==> config.mk <==
export PLATFORM = sky130hd
export DESIGN_NAME = pic_cmd_port
export DESIGN_NICKNAME = d
export VERILOG_FILES = /design/src/rtl/pic_cmd_pkg.sv /design/src/rtl/pic_init_seq.sv /design/src/rtl/pic_isr_unit.sv /design/src/rtl/pic_cmd_port.sv
export SDC_FILE = /design/constraint.sdc
export NUM_CORES = 1
export LEC_CHECK = 0
export BUFFER_PORTS_ARGS = -buffer_cell sky130_fd_sc_hd__buf_2
export CORE_UTILIZATION = 40
export CTS_CLUSTER_DIAMETER = 120
export CTS_CLUSTER_SIZE = 14
export DETAILED_ROUTE_END_ITERATION = 8
export GPL_TIMING_DRIVEN = 0
export PLACE_DENSITY = 0.69
export SLEW_MARGIN = 20
export SYNTH_ARGS = -nofsm -noshare
export SYNTH_HDL_FRONTEND = slang
export SYNTH_SLANG_ARGS = --single-unit
==> constraint.sdc <==
create_clock -name clk -period 9.82 [get_ports clk]
set_clock_uncertainty 0.1 [all_clocks]
set_input_delay 1.473 -clock clk [delete_from_list [all_inputs] [get_ports clk]]
set_output_delay 1.473 -clock clk [all_outputs]
set_load 0.005 [all_outputs]
==> src/rtl/pic_cmd_pkg.sv <==
package pic_cmd_pkg;

    localparam int LINES  = 8;
    localparam int LW     = $clog2(LINES);
    localparam int BASE_W = 8 - LW;

    typedef enum logic [1:0] {
        INIT_IDLE,
        INIT_BASE,
        INIT_CASC,
        INIT_MODE
    } init_st_t;

    // Highest-priority set bit of v, priority starting at line off.
    // Returns {found, line}.
    function automatic logic [LW:0] top_prio(input logic [LINES-1:0] v,
                                             input logic [LW-1:0] off);
        logic [LW:0]   res;
        logic [LW-1:0] idx;
        res = '0;
        for (int p = LINES - 1; p >= 0; p--) begin
            idx = off + LW'(p);
            if (v[idx]) res = {1'b1, idx};
        end
        return res;
    endfunction

endpackage

==> src/rtl/pic_init_seq.sv <==
module pic_init_seq
    import pic_cmd_pkg::*;
(
    input  logic              clk,
    input  logic              rst_n,
    input  logic              start_stb,
    input  logic              need_mode,
    input  logic              single,
    input  logic              data_wr,
    input  logic [BASE_W-1:0] base_in,
    input  logic              nested_in,
    input  logic              aeoi_in,
    output init_st_t          state,
    output logic [BASE_W-1:0] vec_base,
    output logic              nested_mode,
    output logic              auto_eoi
);

    init_st_t state_n;
    logic     need_mode_q, single_q;

    always_ff @(posedge clk or negedge rst_n) begin
        if (!rst_n) state <= INIT_IDLE;
        else        state <= state_n;
    end

    always_comb begin
        state_n = state;
        if (start_stb) begin
            state_n = INIT_BASE;
        end else if (data_wr) begin
            unique case (state)
                INIT_IDLE: state_n = INIT_IDLE;
                INIT_BASE: state_n = !single_q ? INIT_CASC :
                                     (need_mode_q ? INIT_MODE : INIT_IDLE);
                INIT_CASC: state_n = need_mode_q ? INIT_MODE : INIT_IDLE;
                INIT_MODE: state_n = INIT_IDLE;
                default:   state_n = INIT_IDLE;
            endcase
        end
    end

    always_ff @(posedge clk or negedge rst_n) begin
        if (!rst_n) begin
            need_mode_q <= 1'b0;
            single_q    <= 1'b0;
            vec_base    <= '0;
            nested_mode <= 1'b0;
            auto_eoi    <= 1'b0;
        end else if (start_stb) begin
            need_mode_q <= need_mode;
            single_q    <= single;
            vec_base    <= '0;
            nested_mode <= 1'b0;
            auto_eoi    <= 1'b0;
        end else if (data_wr) begin
            if (state == INIT_BASE) vec_base <= base_in;
            if (state == INIT_MODE) begin
                nested_mode <= nested_in;
                auto_eoi    <= aeoi_in;
            end
        end
    end

endmodule

==> src/rtl/pic_isr_unit.sv <==
module pic_isr_unit
    import pic_cmd_pkg::*;
(
    input  logic             clk,
    input  logic             rst_n,
    input  logic             clr_all,
    input  logic             cmd_stb,
    input  logic [2:0]       cmd,
    input  logic [LW-1:0]    cmd_line,
    input  logic             ack,
    input  logic [LW-1:0]    ack_line,
    input  logic             auto_eoi,
    input  logic             rot_aeoi,
    output logic [LINES-1:0] isr,
    output logic [LW-1:0]    offset
);

    logic [LINES-1:0] isr_n;
    logic [LW-1:0]    off_n;
    logic [LW:0]      top;

    assign top = top_prio(isr, offset);

    always_comb begin
        isr_n = isr;
        off_n = offset;
        if (cmd_stb) begin
            unique case (cmd)
                3'd1: if (top[LW]) isr_n[top[LW-1:0]] = 1'b0;
                3'd5: if (top[LW]) begin
                    isr_n[top[LW-1:0]] = 1'b0;
                    off_n = top[LW-1:0] + 1'b1;
                end
                3'd3: isr_n[cmd_line] = 1'b0;
                3'd6: off_n = cmd_line + 1'b1;
                3'd7: begin
                    isr_n[cmd_line] = 1'b0;
                    off_n = cmd_line + 1'b1;
                end
                default: ;
            endcase
        end
        if (ack) begin
            if (auto_eoi) begin
                if (rot_aeoi) off_n = ack_line + 1'b1;
            end else begin
                isr_n[ack_line] = 1'b1;
            end
        end
    end

    always_ff @(posedge clk or negedge rst_n) begin
        if (!rst_n) begin
            isr    <= '0;
            offset <= '0;
        end else if (clr_all) begin
            isr    <= '0;
            offset <= '0;
        end else begin
            isr    <= isr_n;
            offset <= off_n;
        end
    end

endmodule

==> src/rtl/pic_cmd_port.sv <==
module pic_cmd_port
    import pic_cmd_pkg::*;
(
    input  logic              clk,
    input  logic              rst_n,
    input  logic              wr_en,
    input  logic              rd_en,
    input  logic              addr,
    input  logic [7:0]        wdata,
    output logic [7:0]        rdata,
    input  logic [LINES-1:0]  req_vec,
    input  logic              win_valid,
    input  logic [LW-1:0]     win_line,
    input  logic              cpu_ack,
    output logic              ack_stb,
    output logic [LW-1:0]     ack_line,
    output logic [LINES-1:0]  isr,
    output logic [LINES-1:0]  imr,
    output logic [LW-1:0]     prio_offset,
    output logic [BASE_W-1:0] vec_base,
    output logic              auto_eoi,
    output logic              nested_mode,
    output logic              special_mask
);

    init_st_t init_st;
    logic     wr_cmd, start_wr, ctl_wr, op_wr, data_wr, poll_rd;
    logic     poll_armed, rd_sel_isr, rot_aeoi;

    assign wr_cmd   = wr_en && !addr;
    assign start_wr = wr_cmd && wdata[4];
    assign ctl_wr   = wr_cmd && !wdata[4] && wdata[3];
    assign op_wr    = wr_cmd && !wdata[4] && !wdata[3];
    assign data_wr  = wr_en && addr;
    assign poll_rd  = rd_en && poll_armed;
    assign ack_stb  = (cpu_ack || poll_rd) && win_valid;
    assign ack_line = win_line;

    pic_init_seq u_seq (
        .clk        (clk),
        .rst_n      (rst_n),
        .start_stb  (start_wr),
        .need_mode  (wdata[0]),
        .single     (wdata[1]),
        .data_wr    (data_wr),
        .base_in    (wdata[7:LW]),
        .nested_in  (wdata[4]),
        .aeoi_in    (wdata[1]),
        .state      (init_st),
        .vec_base   (vec_base),
        .nested_mode(nested_mode),
        .auto_eoi   (auto_eoi)
    );

    pic_isr_unit u_isr (
        .clk     (clk),
        .rst_n   (rst_n),
        .clr_all (start_wr),
        .cmd_stb (op_wr),
        .cmd     (wdata[7:5]),
        .cmd_line(wdata[LW-1:0]),
        .ack     (ack_stb),
        .ack_line(win_line),
        .auto_eoi(auto_eoi),
        .rot_aeoi(rot_aeoi),
        .isr     (isr),
        .offset  (prio_offset)
    );

    always_ff @(posedge clk or negedge rst_n) begin
        if (!rst_n) begin
            imr          <= '0;
            poll_armed   <= 1'b0;
            rd_sel_isr   <= 1'b0;
            special_mask <= 1'b0;
            rot_aeoi     <= 1'b0;
        end else if (start_wr) begin
            imr          <= '0;
            poll_armed   <= 1'b0;
            rd_sel_isr   <= 1'b0;
            special_mask <= 1'b0;
            rot_aeoi     <= 1'b0;
        end else begin
            if (poll_rd) poll_armed <= 1'b0;
            if (data_wr && init_st == INIT_IDLE) imr <= wdata;
            if (ctl_wr) begin
                if (wdata[2]) poll_armed   <= 1'b1;
                if (wdata[1]) rd_sel_isr   <= wdata[0];
                if (wdata[6]) special_mask <= wdata[5];
            end
            if (op_wr && wdata[6:5] == 2'b00) rot_aeoi <= wdata[7];
        end
    end

    always_comb begin
        if (poll_rd)
            rdata = win_valid ? {1'b1, {(7-LW){1'b0}}, win_line} : 8'h00;
        else if (addr)
            rdata = imr;
        else
            rdata = rd_sel_isr ? isr : req_vec;
    end

endmodule

# Word-level counts from Yosys, hierarchy flattened
# Cells that the tools add are included.
# classes
n_bitwise	5
mux	75
addsub	10
eq_ne	8
n_reduce_logical	35
n_lt_le_gt_ge	14
# op_table
op	count
$mux 8	11
$lt 3x4->1 const B	11
$mux 4	8
$mux 1	29
$bmux 1 s3	8
$mux 3	6
$and 8x8->8	2
$not 8->8	2
$pmux 8 s2	1
$reduce_bool 2->1	8
$mux 5	3
$logic_and 1x1->1	13
$add 3x1->3 const B	4
$add 3x3->3 const B	4
$demux 1 s3	3
$eq 3x3->1 const B	3
$ge 3x1->1 const B	3
$mux 2	4
$or 8x8->8	1
$reduce_and 2->1	4
$reduce_or 2->1	4
$add 3x2->3 const B	2
$pmux 2 s3	1
$pmux 3 s2	1
7 further kinds	11
# totals
regBits	34
inputBits	26
output_inout_bits	39

# Depth between registers and ports, before layout
# Gate-level depths: netlist of the first run.
# depth
word_depth	24
mapped_depth	16
mapped_depth_nobuf	13

# Modules after synthesis
# A second synthesis of the first run with hierarchy kept.
# unflattened
cells_unflattened	337
hier_area_um2	3130.5
# modules_own_cells
mod	cells_each	seq_area_each_um2	area_each_um2	instances
pic_isr_unit	209	275.3	1810.5	1
pic_cmd_port	89	300.3	843.3	1
pic_init_seq	39	275.3	476.7	1

# Least setup slack after synthesis of the first run
# No wires, ideal clock.
# synth_path
path_kind	input to output
start	input port addr
end	output port rdata[0]
stages	4
arrival_time_ns	2.293
n_path_buf	2
setup_slack_ns	5.954
required_time_ns	8.247
cell_sequence	clkbuf_1 > buf_1 > a21oi_1 > o21ai_0
# synth_via
elab_chain_len	2
# synth_lines
element	line_no	rtl
from (decl)	pic_cmd_port.sv:8	input logic addr,
$mux 8	pic_cmd_port.sv:98	else if (addr)
$mux 8	pic_cmd_port.sv:96	if (poll_rd)
to (decl)	pic_cmd_port.sv:10	output logic [7:0] rdata,
# Every way passes these cells.

# Worst setup path in the final report of the first run
# layout_path
start	input port addr
end	output port rdata[7]
# Same word-level chain as after synthesis.

==> results.tsv, run 1 <==
stage	metric	value	unit
power_and_ir_drop	total_power	0.000636	W
setup_path	crit_slowest_cell	clkbuf_1	
setup_path	max_stage_delay	0.35	ns
power_and_ir_drop	p_leak	1.65	nW
setup_path	cp-end-kind	output port	
clock_network	post_cts_buffers	0	
synthesis	synthFlopType	dfrtp_1	
routing	via_count	3329	
placed_design	portBuffers	59	
setup_path	critPathLaunchType	input pin	
clock_network	clkSinkCount	34	
routing	first_pass_iters	4	
routing	postRouteAntennaNets	0	
sta	slew-limit-headroom	42.6	%
setup_path	critPathKind	input pin to output port	
clock_network	cts_buffer_depth	2	
grt	grt_max_degree	35	
setup_path	crit_required	8.25	ns
layout	drive_gt1_share	24.3	%
sta	fin_crit	4.36	ns
clock_network	clkLatencyLatePin	0.29	ns
die	rows	32	
setup_path	arrival	2.79	ns
routing	wl_per_cell	17.4	microns
synthesis	synth_area	0.00327	sq mm
routing	drt_wl_total	9.74	mm
placed_design	gp_congestion	0.932	
routing	vias_per_cell	5.96	
synthesis	yosys.area.top_type_share	26.1	%
synthesis	synthArstFlopShare	100	%
sta	rsz0062_at_grt	false	
synthesis	syn_nets	421	
synthesis	yosys_warnings	0	
clock_network	clkTransAtPathRegs	0.07	ns
clock_network	cts_hold_buffers	0	
placed_design	place_area	0.00369	sq mm
power_and_ir_drop	powerDensity	168	mW/mm^2
run_status	status	finished, final reports clean	
sta	fin_crit_sh	44.4	%
power_and_ir_drop	irDropWorstVdd	0.122	mV
die	start_util	41.8	%
layout	syn_to_final_growth	15.9	%
clock_network	numCtsBuffers	5	
synthesis	ys_seq_area_share	26.1	%
sta	slew_viol_final	0	
synthesis	synth.most_common_cell	nor2_1	
clock_network	clk_root_buffer_cell	clkbuf_8	
flow_run	drv_cap	0	
synthesis	syn_area_per_cell	8.37	sq um
synthesis	synth_cell_types	61	
grt	antenna_found_initial	0	
layout	n_antenna_cell	0	
die	die_w	92.4	microns
clock_network	cts_tree	done	
synthesis	synth_top_area_cell	dfrtp_1	
grt	grt_pass1_vias	3226	
layout	fin_area	0.00379	sq mm
setup_path	crit_top_cell	buf_2	
hold_path	hold_path_class	flop to flop	
die	io_pins	65	
layout	final_util	48.5	%
grt	gr-total-overflow	0	
sta	worst_pin_slew	0.855	ns
die	core	0.00781	sq mm
sta	setup_viol	0	
grt	grt_pass1_wl	15.9	mm
sta	hold_viol_final	0	
clock_network	ctsResizeCount	0	
synthesis	syn_inst	390	
sta	clock.fmax	0.229	GHz
setup_path	crit_path_max_fanout	10	
routing	drt-initial-drc-count	175	
routing	drc_errors	0	
setup_path	crit_chain	buf_2 -> clkbuf_1 -> buf_1 -> a21oi_1 -> o21ai_0 -> buf_2	
sta	fin_tns_setup	0	ns
clock_network	htree_levels	2	
synthesis	synth_edf_count	0	
die	chipHeight	92.4	microns
synthesis	synth_seq_cells	34	
layout	num-nets-final	487	
grt	grt.total_usage	23.4	%
synthesis	synth_commonest_cells	nor2_1, nand2_1, dfrtp_1	
die	die_area	0.00853	sq mm
synthesis	synth_area_leaders	dfrtp_1, mux4_2, mux2i_1, nor2_1, nand2_1	
placed_design	hpwl	7.32	mm
cell usage in the layout, fill, tap and decap left out, types with 15 or more instances in the layout:
master / n
buf_2: 63
nor2_1: 42
nand2_1: 41
dfrtp_1: 34
mux2i_1: 29
a21oi_1: 28
clkbuf_1: 17
o21ai_0: 17
a31oi_1: 16
nand3_1: 15
flip-flops by register name, summed over array words and instances (netlist names):
signal             count
poll_armed             1
u_seq.single_q         1
u_seq.state            2
u_seq.nested_mode      1
u_isr.isr              8
u_seq.auto_eoi         1
rd_sel_isr             1
rot_aeoi               1
u_seq.need_mode_q      1
special_mask           1
imr                    8
u_isr.offset           3
u_seq.vec_base         5
cells by family after synthesis:
group,share of synthesized area [%]
AO/OA/AOI/OAI,21.8
XOR/XNOR,1.61
adder cells (fa/ha/maj),1.92
buffers and inverters,6.70
flip-flops,26.1
multiplexers,18.5
AND/OR/NAND/NOR,23.4
layout make-up:
type / count / area [sq um]
multi-input cells: 310 / 2200
clock inverters: 1 / 5.00
fillers: 792 / 4020
clock buffers: 7 / 86.3
plain buffers: 33 / 170
well taps: 102 / 128
inverters: 13 / 48.8
repair buffers: 59 / 295
flip-flops and latches: 34 / 851
critical path, delay by kind of cell:
kind	cells	cell delay, ns
AO/OA/AOI/OAI	2	0.33
buffers and inverters	4	0.97
report_power, final:
part | internal [W] | switching, W
sequential | 0.000166 | 0.0000253
clock | 0.0000566 | 0.0000534
combinational | 0.000140 | 0.000195
metrics by stage:
stage	std cells	worst slack [ns]	hold slack (ns)
global route	559	5.34	0.447
detailed placement	551	5.49	0.403
finish	559	5.46	0.425
floorplan	390	5.95	0.369
global placement	551	5.50	0.389
CTS	559	5.49	0.421
final timing paths:
kind,startpoint,endpoint,slack [ns],depth (start not counted)
setup / recovery,addr,rdata[7],5.46,6
hold / removal,special_mask$_DFFE_PN0P_,special_mask$_DFFE_PN0P_,0.42,2
setup reg to reg,u_isr.offset[1]$_DFF_PN0_,u_isr.offset[1]$_DFF_PN0_,5.68,15
hold reg to reg,special_mask$_DFFE_PN0P_,special_mask$_DFFE_PN0P_,0.42,2
max in group asynchronous,rst_n,u_isr.isr[0]$_DFF_PN0_,7.99,1
min in group asynchronous,rst_n,u_seq.nested_mode$_DFFE_PN0P_,1.15,1
layer usage:
layer / routed length (microns) / global-route usage [%] / part of all wire (%)
met1: 4300 / 31.4 / 44
met2: 4810 / 40.1 / 49
met3: 492 / 2.71 / 5.1
met4: 139 / 5.60 / 1.4
met5: 0 / 0 / 0
No activity file was read; power rests on OpenSTA's default activity.
==> run 2: changes to the inputs <==
--- a/config.mk
+++ b/config.mk
@@ -5,13 +5,14 @@
 export SDC_FILE = /design/constraint.sdc
 export NUM_CORES = 1
 export LEC_CHECK = 0
+export ABC_AREA = 1
 export BUFFER_PORTS_ARGS = -buffer_cell sky130_fd_sc_hd__buf_2
 export CORE_UTILIZATION = 40
 export CTS_CLUSTER_DIAMETER = 120
 export CTS_CLUSTER_SIZE = 14
 export DETAILED_ROUTE_END_ITERATION = 8
 export GPL_TIMING_DRIVEN = 0
-export PLACE_DENSITY = 0.69
+export PLACE_DENSITY = 0.7
 export SLEW_MARGIN = 20
 export SYNTH_ARGS = -nofsm -noshare
 export SYNTH_HDL_FRONTEND = slang
==> constraint.sdc (replaced) <==
create_clock -name clk -period 4.4 [get_ports clk]
set_clock_uncertainty 0.1 [all_clocks]
set_input_delay 0.66 -clock clk [delete_from_list [all_inputs] [get_ports clk]]
set_output_delay 0.66 -clock clk [all_outputs]
set_load 0.005 [all_outputs]
==> run 2 against run 1 <==
  * Global-route usage is 0.96 points higher
  * Highest routed layer unchanged
  * Combinational power increased by 140%
  * Final cell count rose by 13%
==> results.tsv, run 2 <==
stage	metric	value	unit	change
run_status	status	finished, final reports clean		unchanged
setup_path	cp-end-kind	flop		was output port
sta	slew-limit-headroom	35.9	%	was 42.6%
sta	worst_pin_slew	0.954	ns	was 0.855 ns
setup_path	crit_slowest_cell	ha_1		was clkbuf_1
layout	fin_area	0.00353	sq mm	was 0.00379 sq mm
routing	first_pass_iters	5		was 4
die	rows	31		was 32
setup_path	critPathTopFamily	simple AND/OR/NAND/NOR gates		was buffers and inverters
setup_path	crit_required	4.46	ns	was 8.25 ns
power_and_ir_drop	internal-power	0.000902	W	was 0.000362 W
placed_design	gp_congestion	0.887		was 0.932
synthesis	synth_commonest_cells	nand2_1, nand3_1, inv_1		was nor2_1, nand2_1, dfrtp_1
grt	grt_pass1_vias	3026		was 3,226
power_and_ir_drop	powerDensity	454	mW/mm^2	was 168 mW/mm^2
clock_network	htree_levels	2		unchanged
power_and_ir_drop	p_switching	0.000700	W	was 0.000274 W
layout	n_antenna_cell	0		unchanged
clock_network	clkSinkCount	34		unchanged
setup_path	arrival	3.29	ns	was 2.79 ns
routing	drt-initial-drc-count	261		was 175
setup_path	max_stage_delay	0.41	ns	was 0.35 ns
routing	drt_wl_total	8.82	mm	was 9.74 mm
setup_path	crit_chain	buf_2 -> inv_2 -> ha_1 -> inv_1 -> nand3_1 -> nand3_2 -> nand2_2 -> inv_2 -> nand3_1 -> nor2_1 -> nand2_1 -> nand2_1 -> nand3_2 -> nand2_4 -> inv_4 -> ha_1 -> xnor2_1 -> nand2_1 -> o211ai_1 -> nand2_1 -> nand2_1 -> a21oi_1		was buf_2 -> clkbuf_1 -> buf_1 -> a21oi_1 -> o21ai_0 -> buf_2
sta	fin_tns_setup	0	ns	unchanged
routing	postRouteAntennaNets	0		unchanged
placed_design	place_area	0.00339	sq mm	was 0.00369 sq mm
layout	num-nets-final	562		was 487
synthesis	syn_area_per_cell	6.40	sq um	was 8.37 sq um
synthesis	synth_cell_types	36		was 61
sta	setup_viol	0		unchanged
setup_path	crit_top_cell	nand2_1		was buf_2
grt	grt.total_usage	24.3	%	was 23.4%
sta	hold_viol_final	0		unchanged
synthesis	syn_nets	494		was 421
power_and_ir_drop	pwr-share-seq	27.1	%	was 30.0%
placed_design	hpwl	7.01	mm	was 7.32 mm
placed_design	dp_cells	623		was 551
power_and_ir_drop	total_power	0.00160	W	was 0.000636 W
setup_path	crit_buf_inv	5		was 4
grt	gr-total-overflow	0		unchanged
routing	vias_per_cell	5.26		was 5.96
sta	whs	0.323	ns	was 0.425 ns
synthesis	yosys_warnings	0		unchanged
die	start_util	41.1	%	was 41.8%
synthesis	synthFlopType	dfrtp_1		unchanged
clock_network	cts_tree	done		unchanged
routing	via_count	3316		was 3,329
flow_run	drv_cap	0		unchanged
layout	layout_common_cells	nand2_1, nand3_1, buf_2, inv_1, o21ai_0		was buf_2, nor2_1, nand2_1, dfrtp_1, mux2i_1
synthesis	yosys.area.top_type_share	28.7	%	was 26.1%
die	core	0.00721	sq mm	was 0.00781 sq mm
grt	antenna_found_initial	0		unchanged
layout	stdcell_count	631		was 559
clock_network	clk_root_buffer_cell	clkbuf_8		unchanged
power_and_ir_drop	p_clk_share	22.0	%	was 17.3%
placed_design	portBuffers	61		was 59
clock_network	cts_hold_buffers	0		unchanged
die	io_pins	65		unchanged
layout	layout_commonest_cell	nand2_1		was buf_2
sta	slew_viol_final	0		unchanged
clock_network	ctsResizeCount	0		unchanged
routing	wl_per_cell	14.0	microns	was 17.4 microns
synthesis	synth_top_area_cell	dfrtp_1		unchanged
sta	fin_crit_sh	73.5	%	
clock_network	post_cts_buffers	0		unchanged
power_and_ir_drop	irDropWorstVdd	0.171	mV	was 0.122 mV
power_and_ir_drop	combinationalPowerShare	50.9	%	was 52.6%
grt	grt_max_degree	35		unchanged
die	die_w	88.0	microns	was 92.4 microns
synthesis	synth.most_common_cell	nand2_1		was nor2_1
clock_network	clkLatencyLatePin	0.29	ns	about the same
clock_network	cts_buffer_depth	2		unchanged
setup_path	crit_path_max_fanout	10		unchanged
synthesis	ys_seq_area_share	28.7	%	was 26.1%
clock_network	clkTransAtPathRegs	0.08	ns	was 0.07 ns
die	die_area	0.00775	sq mm	was 0.00853 sq mm
synthesis	synth_area_leaders	dfrtp_1, nand2_1, nand3_1, o21ai_0, inv_1		was dfrtp_1, mux4_2, mux2i_1, nor2_1, nand2_1
setup_path	critPathKind	flop to flop		was input pin to output port
layout	top_regs	imr: 8 flops, u_isr.isr: 8 flops, u_seq.vec_base: 5 flops		unchanged
synthesis	synthArstFlopShare	100	%	unchanged
grt	grt_pass1_wl	14.5	mm	was 15.9 mm
routing	drc_errors	0		unchanged
synthesis	synth_seq_cells	34		unchanged
sta	clock.fmax	0.309	GHz	
synthesis	synth_edf_count	0		unchanged
sta	fin_crit	3.23	ns	
synthesis	synth_area	0.00296	sq mm	was 0.00327 sq mm
setup_path	critPathLaunchType	flop		was input pin
sta	rsz0062_at_grt	false		unchanged
layout	syn_to_final_growth	19.1	%	was 15.9%
power_and_ir_drop	p_leak	1.89	nW	was 1.65 nW
layout	drive_gt1_share	21.6	%	was 24.3%
power_and_ir_drop	swShare	43.7	%	was 43.1%
hold_path	hold_path_class	input pin to async pin		was flop to flop
clock_network	numCtsBuffers	5		unchanged
synthesis	syn_inst	463		was 390
die	chipHeight	88.0	microns	was 92.4 microns
## run 2: cells by family (layout without fill, tap and decap cells)
logic type / Yosys count / after routing / share of synthesized area [%]
DFF: 34 / 34 / 28.7
AOI/OAI and AO/OA: 100 / 100 / 19.0
xor gates and xnor gates: 5 / 5 / 1.48
and+or+nand+nor: 235 / 235 / 35.9
buffers and inverters: 84 / 153 / 12.8
adders and majority gates: 5 / 5 / 2.11
## run 2: power by group through the flow
stage,sequential (W),clock [W],combinational (W)
6_report,0.000434,0.000353,0.000815
5_1_grt,0.000440,0.000374,0.000925
4_1_cts,0.000433,0.000356,0.000809
3_5_place_dp,0.000438,0,0.000807
3_3_place_gp,0.000436,0,0.000798
2_1_floorplan,0.000429,0,0.000583
## run 2: worst paths after layout
kind | slack (ns) | startpoint | to | cells past startpoint
max | 1.17 | u_isr.offset[1]$_DFF_PN0_ | u_isr.offset[2]$_DFF_PN0_ | 22
min | 0.32 | rst_n | u_seq.nested_mode$_DFFE_PN0P_ | 1
max reg2reg | 1.17 | u_isr.offset[1]$_DFF_PN0_ | u_isr.offset[2]$_DFF_PN0_ | 22
min reg2reg | 0.42 | u_seq.nested_mode$_DFFE_PN0P_ | u_seq.nested_mode$_DFFE_PN0P_ | 2
max in group asynchronous | 3.39 | rst_n | u_isr.offset[1]$_DFF_PN0_ | 1
min in group clk | 0.42 | u_seq.nested_mode$_DFFE_PN0P_ | u_seq.nested_mode$_DFFE_PN0P_ | 2
## run 2: through the flow
step                utilization, %  setup slack (ns)
CTS                           48.9              1.18
finish                        48.9              1.17
detailed placement            47.0              1.19
floorplan                        -              1.57
global placement              47.0              1.19
global route                  48.9             0.898
## run 2: layout make-up
| type | count | area, sq um |
|---|---|---|
| timing repair buffer | 61 | 305 |
| buffer | 19 | 130 |
| tap | 99 | 124 |
| clock inverter | 3 | 68.8 |
| sequential | 34 | 851 |
| multi-input combinational | 345 | 1730 |
| clock buffer | 5 | 68.8 |
| fill | 750 | 3690 |
| inverter | 65 | 249 |
## run 2: worst reg2reg max path, delay by kind of cell, from the launching register on
family	cells	cell delay, ns
adder cells (fa/ha/maj)	2	0.59
buffers and inverters	5	0.68
flip-flops	1	0.37
XOR/XNOR	1	0.14
AO/OA/AOI/OAI	2	0.14
AND/OR/NAND/NOR	12	1.08
## run 2: metal layers
metal  up-vias  routed length (microns)  global-route usage [%]
li1       1654                        -                       -
met1      1506                     4070                    34.3
met2       142                     3930                    38.2
met3        14                      658                    4.05
met4         0                      156                    7.33
met5         -                        0                       0
==> run 3: changes to the inputs <==
==> constraint.sdc (replaced) <==
create_clock -name clk -period 3.35 [get_ports clk]
set_clock_uncertainty 0.1 [all_clocks]
set_input_delay 0.5025 -clock clk [delete_from_list [all_inputs] [get_ports clk]]
set_output_delay 0.5025 -clock clk [all_outputs]
set_load 0.005 [all_outputs]
==> run 3 against run 2 <==
  * Flip-flop and latch count is the same
  * Die area is the same
  * Non-clock buffer count is the same
  * First-iteration DRC count grew 1.9%
  * Sequential power grew 31%
  * Worst hold slack lost 0.16 ns
  * Critical path type unchanged
  * Largest cell class unchanged
==> results.tsv, run 3 (synthesis results as in run 2) <==
stage	metric	value	unit	change
run_status	status	finished, final reports clean		unchanged
power_and_ir_drop	p_leak	1.89	nW	about the same
grt	grt_pass1_vias	3026		unchanged
layout	layout_common_cells	nand2_1, nand3_1, buf_2, inv_1, o21ai_0		unchanged
sta	worst_pin_slew	0.945	ns	was 0.954 ns
placed_design	place_area	0.00339	sq mm	unchanged
power_and_ir_drop	irDropWorstVdd	0.222	mV	was 0.171 mV
clock_network	clkLatencyLatePin	0.30	ns	was 0.29 ns
power_and_ir_drop	powerDensity	597	mW/mm^2	was 454 mW/mm^2
hold_path	hold_path_class	input pin to async pin		unchanged
layout	drive_gt1_share	22.0	%	was 21.6%
setup_path	regToRegEndpoint	u_isr.offset[2]$_DFF_PN0_		unchanged
setup_path	crit_slowest_cell	dfrtp_1		was ha_1
layout	num-nets-final	562		unchanged
routing	first_pass_iters	5		unchanged
die	die_area	0.00775	sq mm	unchanged
layout	n_antenna_cell	0		unchanged
die	core	0.00721	sq mm	unchanged
sta	hold_viol_final	0		unchanged
clock_network	numCtsBuffers	5		unchanged
die	start_util	41.1	%	unchanged
setup_path	rrSetupSlack	0.28	ns	was 1.17 ns
sta	slew_viol_final	0		unchanged
routing	postRouteAntennaNets	0		unchanged
setup_path	crit_required	3.41	ns	was 4.46 ns
grt	antenna_found_initial	0		unchanged
layout	top_regs	imr: 8 flops, u_isr.isr: 8 flops, u_seq.vec_base: 5 flops		unchanged
routing	drt-initial-drc-count	266		was 261
grt	grt_max_degree	35		unchanged
grt	grt.total_usage	24.3	%	unchanged
setup_path	crit_top_cell	nand2_1		unchanged
sta	slew-limit-headroom	36.5	%	was 35.9%
clock_network	cts_tree	done		unchanged
routing	wl_per_cell	14.0	microns	about the same
sta	fin_crit_sh	91.7	%	was 73.5%
die	rows	31		unchanged
sta	fin_tns_setup	0	ns	unchanged
setup_path	crit_buf_inv	6		was 5
layout	fin_area	0.00354	sq mm	was 0.00353 sq mm
sta	clock.fmax	0.326	GHz	was 0.309 GHz
placed_design	portBuffers	61		unchanged
setup_path	arrival	3.13	ns	was 3.29 ns
sta	fin_crit	3.07	ns	was 3.23 ns
setup_path	crit_path_max_fanout	10		unchanged
layout	syn_to_final_growth	19.4	%	was 19.1%
grt	grt_pass1_wl	14.5	mm	unchanged
setup_path	critPathKind	flop to flop		unchanged
setup_path	critPathLaunchType	flop		unchanged
setup_path	r2r_start	u_isr.offset[0]$_DFF_PN0_		was u_isr.offset[1]$_DFF_PN0_
layout	fillers	748		was 750
routing	vias_per_cell	5.31		was 5.26
routing	drc_errors	0		unchanged
sta	rsz0062_at_grt	false		unchanged
setup_path	r2r_cells	23		was 22
sta	whs	0.167	ns	was 0.323 ns
setup_path	cp-end-kind	flop		unchanged
setup_path	critPathTopFamily	simple AND/OR/NAND/NOR gates		unchanged
clock_network	clkSinkCount	34		unchanged
die	chipHeight	88.0	microns	unchanged
die	io_pins	65		unchanged
routing	drt_wl_total	8.86	mm	was 8.82 mm
setup_path	crit_chain	buf_6 -> inv_4 -> buf_12 -> ha_2 -> inv_2 -> nand3_1 -> nand3_2 -> nand2_2 -> inv_2 -> nand3_1 -> nor2_1 -> nand2_1 -> nand2_1 -> nand3_2 -> nand2_4 -> inv_4 -> ha_1 -> xnor2_1 -> nand2_1 -> o211ai_1 -> nand2_1 -> nand2_1 -> a21oi_1		was buf_2 -> inv_2 -> ha_1 -> inv_1 -> nand3_1 -> nand3_2 -> nand2_2 -> inv_2 -> nand3_1 -> nor2_1 -> nand2_1 -> nand2_1 -> nand3_2 -> nand2_4 -> inv_4 -> ha_1 -> xnor2_1 -> nand2_1 -> o211ai_1 -> nand2_1 -> nand2_1 -> a21oi_1
flow_run	drv_cap	0		unchanged
sta	setup_viol	0		unchanged
clock_network	cts_hold_buffers	0		unchanged
placed_design	hpwl	7.01	mm	unchanged
placed_design	gp_congestion	0.887		unchanged
layout	layout_commonest_cell	nand2_1		unchanged
setup_path	max_stage_delay	0.41	ns	about the same
clock_network	cts_buffer_depth	2		unchanged
clock_network	htree_levels	2		unchanged
grt	gr-total-overflow	0		unchanged
clock_network	clkTransAtPathRegs	0.08	ns	about the same
routing	via_count	3348		was 3,316
clock_network	clk_root_buffer_cell	clkbuf_8		unchanged
die	die_w	88.0	microns	unchanged
run 3: cell count changes in the layout (fill, tap and decap cells not counted), sizes merged:
cell    previous run  this run
buf               70        69
clkbuf            15        16
run 3: where the power goes:
| group | internal [W] | switching, W | leakage [nW] |
|---|---|---|---|
| clock network | 0.000298 | 0.000164 | 0.0683 |
| registers | 0.000491 | 0.0000791 | 0.438 |
| logic | 0.000399 | 0.000678 | 1.38 |
run 3: how the worst max path moves through the flow:
stage	end	startpoint	cells after the start
2_1_floorplan	u_isr.offset[2]$_DFF_PN0_	u_isr.offset[0]$_DFF_PN0_	23
3_3_place_gp	u_isr.offset[2]$_DFF_PN0_	u_isr.offset[1]$_DFF_PN0_	22
3_5_place_dp	u_isr.offset[2]$_DFF_PN0_	u_isr.offset[1]$_DFF_PN0_	22
4_1_cts	u_isr.offset[2]$_DFF_PN0_	u_isr.offset[1]$_DFF_PN0_	22
5_1_grt	u_isr.offset[2]$_DFF_PN0_	u_isr.offset[0]$_DFF_PN0_	24
6_report	u_isr.offset[2]$_DFF_PN0_	u_isr.offset[0]$_DFF_PN0_	23
run 3: timing repair:
action,4_1_cts,5_1_grt
gates resized for setup,0,4
setup endpoints to repair,0,2
buffers inserted,0,0
run 3: worst reg2reg max path: stages, from the launching register on:
cell,delay (ns)
dfrtp_1,0.41
buf_6,0.16
inv_4,0.07
buf_12,0.13
ha_2,0.33
inv_2,0.12
nand3_1,0.13
nand3_2,0.11
nand2_2,0.08
inv_2,0.05
nand3_1,0.07
nor2_1,0.10
nand2_1,0.08
nand2_1,0.08
nand3_2,0.10
nand2_4,0.11
inv_4,0.05
ha_1,0.18
xnor2_1,0.14
nand2_1,0.06
o211ai_1,0.08
nand2_1,0.07
nand2_1,0.06
a21oi_1,0.06
run 3: area by class of cell:
| cell class | instances | area (sq um) | share of cell area [%] |
|---|---|---|---|
| Clock buffer | 5 | 68.8 | 1.95 |
| Buffer | 19 | 133 | 3.75 |
| Multi-Input combinational cell | 345 | 1730 | 49.0 |
| Tap cell | 99 | 124 | 3.50 |
| Timing Repair Buffer | 61 | 305 | 8.63 |
| Sequential cell | 34 | 851 | 24.1 |
| Inverter | 65 | 251 | 7.11 |
| Clock inverter | 3 | 68.8 | 1.95 |
run 3: metal layers:
| layer | global-route usage [%] | up-vias | wire, microns | part of all wire (%) |
|---|---|---|---|---|
| li1 | - | 1654 | - | - |
| met1 | 34.3 | 1537 | 4110 | 46 |
| met2 | 38.2 | 143 | 3970 | 45 |
| met3 | 4.05 | 14 | 630 | 7.1 |
| met4 | 7.33 | 0 | 153 | 1.7 |
| met5 | 0 | - | 0 | 0 |
run 3: per-stage QoR:
| stage | std cells | power, W | util [%] | setup slack, ns |
|---|---|---|---|---|
| 2_1_floorplan | 463 | 0.00133 | - | 0.517 |
| 3_3_place_gp | 623 | 0.00162 | 47.0 | 0.143 |
| 3_5_place_dp | 623 | 0.00163 | 47.0 | 0.145 |
| 4_1_cts | 631 | 0.00210 | 48.9 | 0.132 |
| 5_1_grt | 631 | 0.00229 | 49.0 | 0.0322 |
| 6_report | 631 | 0.00211 | 49.0 | 0.279 |
